**src/rtl/compute_handshake_core.sv**
```systemverilog
module compute_handshake_core #(
  parameter int W = 16
) (
  input  logic         clk,
  input  logic         rst,
  input  logic         start_i,
  output logic         ready_o,
  output logic         done_o,
  output logic         idle_o,
  input  logic [W-1:0] opa_i,
  input  logic [W-1:0] opb_i,
  input  logic [W-1:0] acc_i,
  output logic [W-1:0] acc_o,
  output logic         acc_vld_o,
  output logic [W-1:0] ret_o
);

  typedef enum logic [1:0] {ST_IDLE, ST_READ, ST_ACC, ST_FIN} st_t;

  st_t         st, st_nx;
  logic [W-1:0] pair_q, acc_q, ret_q;
  logic [W-1:0] pair_w;
  logic         launch;

  assign pair_w = opa_i + opb_i;
  assign launch = start_i && (st == ST_IDLE || st == ST_FIN);

  always_comb begin
    case (st)
      ST_IDLE: st_nx = launch ? ST_READ : ST_IDLE;
      ST_READ: st_nx = ST_ACC;
      ST_ACC:  st_nx = ST_FIN;
      ST_FIN:  st_nx = launch ? ST_READ : ST_IDLE;
      default: st_nx = ST_IDLE;
    endcase
  end

  always_ff @(posedge clk) begin
    if (rst) begin
      st     <= ST_IDLE;
      pair_q <= '0;
      acc_q  <= '0;
      ret_q  <= '0;
    end else begin
      st <= st_nx;
      if (st == ST_READ) begin
        pair_q <= pair_w;
        acc_q  <= pair_w + acc_i;
      end
      if (st == ST_ACC) ret_q <= pair_q;
    end
  end

  assign ready_o   = (st == ST_READ);
  assign acc_vld_o = (st == ST_ACC);
  assign done_o    = (st == ST_FIN);
  assign idle_o    = (st == ST_IDLE);
  assign acc_o     = acc_q;
  assign ret_o     = ret_q;

  p_idle_hold_r2: assert property (@(posedge clk) disable iff (rst)
    idle_o && !start_i |=> idle_o);
  p_start_ready_r2: assert property (@(posedge clk) disable iff (rst)
    idle_o && start_i |=> ready_o && !idle_o);
  p_ready_pulse_r3: assert property (@(posedge clk) disable iff (rst)
    ready_o |=> !ready_o);
  p_vld_after_ready_r4: assert property (@(posedge clk) disable iff (rst)
    ready_o |=> acc_vld_o);
  p_acc_hold_r4: assert property (@(posedge clk) disable iff (rst)
    !acc_vld_o |-> $stable(acc_o));
  p_done_after_vld_r5: assert property (@(posedge clk) disable iff (rst)
    acc_vld_o |=> done_o && !acc_vld_o);
  p_ret_hold_r5: assert property (@(posedge clk) disable iff (rst)
    !done_o |-> $stable(ret_o));
  p_busy_not_idle_r6: assert property (@(posedge clk) disable iff (rst)
    idle_o |-> !ready_o && !acc_vld_o && !done_o);
  p_chain_r7: assert property (@(posedge clk) disable iff (rst)
    done_o && start_i |=> ready_o && !idle_o);
  p_one_phase_r8: assert property (@(posedge clk) disable iff (rst)
    $countones({idle_o, ready_o, acc_vld_o, done_o}) == 1);

endmodule

```
**config.mk**
```make
export PLATFORM = sky130hd
export DESIGN_NAME = compute_handshake_core
export DESIGN_NICKNAME = d
export VERILOG_FILES = /design/src/rtl/compute_handshake_core.sv
export SDC_FILE = /design/constraint.sdc
export NUM_CORES = 1
export LEC_CHECK = 0
export BUFFER_PORTS_ARGS = -buffer_cell sky130_fd_sc_hd__buf_2
export CAP_MARGIN = 15
export CORE_AREA = 2 2 65 98
export CTS_CLUSTER_SIZE = 20
export DETAILED_ROUTE_END_ITERATION = 16
export DIE_AREA = 0 0 67 100
export PLACE_DENSITY_LB_ADDON = 0.25
export SLEW_MARGIN = 40
export SYNTH_ARGS = -nofsm -noshare
export SYNTH_HDL_FRONTEND = slang
export SYNTH_SLANG_ARGS = --single-unit
```
**constraint.sdc**
```tcl
create_clock -name clk -period 12 [get_ports clk]
set_clock_uncertainty 0.1 [all_clocks]
set_input_delay 1.8 -clock clk [delete_from_list [all_inputs] [get_ports clk]]
set_output_delay 1.8 -clock clk [all_outputs]
set_load 0.1 [all_outputs]
```
==> flow_summary_export.csv <==
group,metric,value,unit
setup_path,cp-start-kind,"input port",
setup_path,crit_type,"input port to flip-flop",
synthesis,synth.avg_cell_area,8.95,um^2
finish,synthToLayoutAreaGrowth,18.3,%
outcome,status,"finished, final reports clean",
worst_hold_path,min_from,"acc_o[13]",
power_and_ir_drop,combPwrFrac,54.8,%
placed_design,dpl_cell_area,3810,um^2
power_and_ir_drop,p_seq_share,28.5,%
grt,antenna_found_initial,0,
timing,rsz0062_at_grt,"no",
drt,met3_length,342,um
setup_path,ff2ff_path_depth,5,
grt,grt_pass1_vias,2779,
placed_design,gp_congestion,0.915,
power_and_ir_drop,power.net_switching,342,uW
power_and_ir_drop,ir_drop,0.141,mV
floorplanning,die_w,67,um
finish,nets,541,
drt,first_pass_iters,4,
drt,routed_wl,7.37,mm
synthesis,ys_seq_elements,50,
drt,routedWlPerCell,14.0,um
clocking,cts-htree-levels,2,
setup_path,regToRegEndpoint,"pair_q[14]",
setup_path,critPathCaptureType,"flip-flop",
drt,drc,0,
synthesis,synth_ff_type,"dfxtp_1",
timing,fin_setup_tns,0,ps
timing,max_slew_margin,62.5,%
setup_path,cp_data_arrival_time,5430,ps
floorplanning,core.rowCount,35,
floorplanning,fp.dieArea,6700,um^2
synthesis,synthCells,370,
power_and_ir_drop,leakagePower,1.77,nW
synthesis,ys.warnings.count,0,
drt,avgViaCountPerCell,5.58,
setup_path,critPathRequiredTime,12090,ps
placed_design,place_hpwl,5.85,mm
drt,num_vias,2939,
finish,fillers,543,
timing,min_period,5340,ps
drt,drtIter0Drc,110,
power_and_ir_drop,power,716,uW
synthesis,syn_area,3310,um^2
synthesis,synth_nets,459,
power_and_ir_drop,p_sw_share,47.7,%
finish,antenna_cells,0,
timing,setup_viol_count_final,0,
worst_hold_path,min_to,"acc_o[13]",
grt,track_usage,23.3,%
floorplanning,ios,87,
timing,whs,369,ps
setup_path,crit_path_max_fanout,3,
timing,finalHoldViolations,0,
setup_path,timing.reg2reg.setup_slack,9920,ps
power_and_ir_drop,pwr-share-clk,16.7,%
clocking,holdBufCountCts,0,
clocking,post_cts_buffers,0,
grt,grt_max_degree,61,
floorplanning,start_util,55.6,%
drt,wl_met1,2.98,mm
synthesis,ys_seq_area_share,30.2,%
timing,post-route-period-util,44.5,%
worst_hold_path,holdPathStages,2,
placed_design,io_buffers,86,
drt,routed.top_layer,"met4",
clocking,clock_latency,300,ps
power_and_ir_drop,p_int,374,uW
clocking,cts_tree,"yes",
worst_hold_path,hp-class,"flip-flop to flip-flop",
timing,slew_violations,0,
timing,fmax,187,MHz
clocking,root_buffer,"clkbuf_8",
synthesis,synth_edf_count,0,
synthesis,synthArstFlopShare,0,%
clocking,cts-buffers-inserted,5,
drt,met2WireLength,3.92,mm
grt,grt_overflow,0,
power_and_ir_drop,p_per_area,183,nW/um^2
drt,antenna_left,0,
grt,grt_pass1_wl,12.3,mm
flow_run,drv_cap,0,
clocking,clk_pin_slew,90,ps
floorplanning,dieHeight,100,um
synthesis,yosysUniqueCellTypes,54,
floorplanning,coreArea,5960,um^2
clocking,cts_resized,0,
finish,stdcell_area,3920,um^2
clocking,cts.sink_count,50,
clocking,cts.path.max_buffers,2,
timing,worst_pin_slew,563,ps
finish,drive_gt1_share,24.3,%
setup_path,r2r-start,"st[1]",
[per-stage QoR]
step | cells | setup slack (ps) | utilization (%)
after floorplan | 370 | 6780 | -
after global placement | 519 | 6440 | 63.9
after detailed placement | 519 | 6350 | 63.9
after CTS | 527 | 6680 | 65.8
after global routing | 527 | 6360 | 65.8
final | 527 | 6660 | 65.8
[synth_stat cells, drive strengths merged (3+ instances only)]
master | instances | share of area, %
a211oi | 6 | 1.4
a21o | 11 | 2.5
a21oi | 24 | 3.7
a221oi | 3 | 1.4
buf | 5 | 0.60
clkbuf | 8 | 0.91
dfxtp | 50 | 30
ha | 36 | 14
inv | 11 | 1.2
mux2i | 37 | 11
nand2 | 17 | 1.9
nand2b | 7 | 1.3
nand3 | 5 | 0.76
nor2 | 49 | 5.6
nor3 | 8 | 1.4
nor3b | 4 | 0.91
o211ai | 4 | 0.91
o21ai | 18 | 2.8
o21bai | 4 | 0.91
xnor2 | 17 | 4.5
xor2 | 9 | 2.4
[flip-flops by register name, indices dropped and copies added (netlist names)]
register	count
st	2
acc_o	16
ret_o	16
pair_q	16
[per-layer routing]
| layer | vias to the layer above | global-route usage [%] |
|---|---|---|
| li1 | 1510 | - |
| met4 | 0 | 5.81 |
| met5 | - | 0 |
| met3 | 10 | 4.60 |
| met2 | 61 | 42.7 |
| met1 | 1358 | 26.9 |
[layout make-up]
| type | instances | area [um^2] | area share, % |
|---|---|---|---|
| Clock buffer | 5 | 68.8 | 1.76 |
| Clock inverter | 3 | 43.8 | 1.12 |
| Inverter | 11 | 41.3 | 1.05 |
| Multi-Input combinational cell | 296 | 2220 | 56.7 |
| Sequential cell | 50 | 1000 | 25.5 |
| Tap cell | 74 | 92.6 | 2.36 |
| Timing Repair Buffer | 88 | 448 | 11.4 |
[logic make-up after synthesis]
family	after synthesis	synth area share [%]
xor+xnor	26	6.87
buf+inv	24	2.76
fa+ha+maj	38	14.8
simple gates	104	15.1
flops	50	30.2
mux	37	11.2
compound gates	91	19.1
[worst max-delay path: stages]
cell and delay (ps):
buf_2 100, ha_1 230, fa_1 410, a21o_1 190, a21oi_2 210, o21ai_2 120, a221oi_2 340, nand2b_1 180
o21ai_0 110, xor2_1 170, ha_1 310, o21ai_0 120, a21oi_1 260, nor3b_1 90, a221o_1 360, nor2_1 120
nor3_2 50, a211o_1 260
[cell usage in the layout (no fill, tap or decap), types with 5 or more instances in the layout]
| master | Yosys | routed |
|---|---|---|
| a211oi_1 | 6 | 6 |
| a21o_1 | 11 | 11 |
| a21oi_1 | 23 | 23 |
| buf_2 | 1 | 85 |
| clkbuf_8 | 0 | 5 |
| dfxtp_1 | 50 | 50 |
| ha_1 | 36 | 35 |
| inv_1 | 11 | 11 |
| mux2i_1 | 37 | 37 |
| nand2_1 | 17 | 17 |
| nand2b_1 | 7 | 7 |
| nand3_1 | 5 | 5 |
| nor2_1 | 49 | 49 |
| nor3_1 | 7 | 7 |
| o21ai_0 | 16 | 16 |
| xnor2_1 | 17 | 17 |
| xor2_1 | 9 | 9 |
[power groups by stage]
stage	registers [mW]	clock network [mW]	logic (mW)
2_1_floorplan	0.306	0	0.227
3_3_place_gp	0.207	0	0.389
3_5_place_dp	0.208	0	0.394
4_1_cts	0.204	0.123	0.395
5_1_grt	0.207	0.129	0.425
6_report	0.204	0.120	0.393
[worst max path at each step]
stage                         from        end  slack (ps)  cells past startpoint
after global routing      opa_i[0]  acc_o[15]        6360                     18
after CTS                 opa_i[0]  acc_o[15]        6680                     18
after global placement    opa_i[0]  acc_o[15]        6440                     18
after floorplan           opa_i[0]  acc_o[15]        6780                     17
after detailed placement  opa_i[0]  acc_o[15]        6350                     18
final                     opa_i[0]  acc_o[15]        6660                     18
No activity file was read; power rests on OpenSTA's default activity.
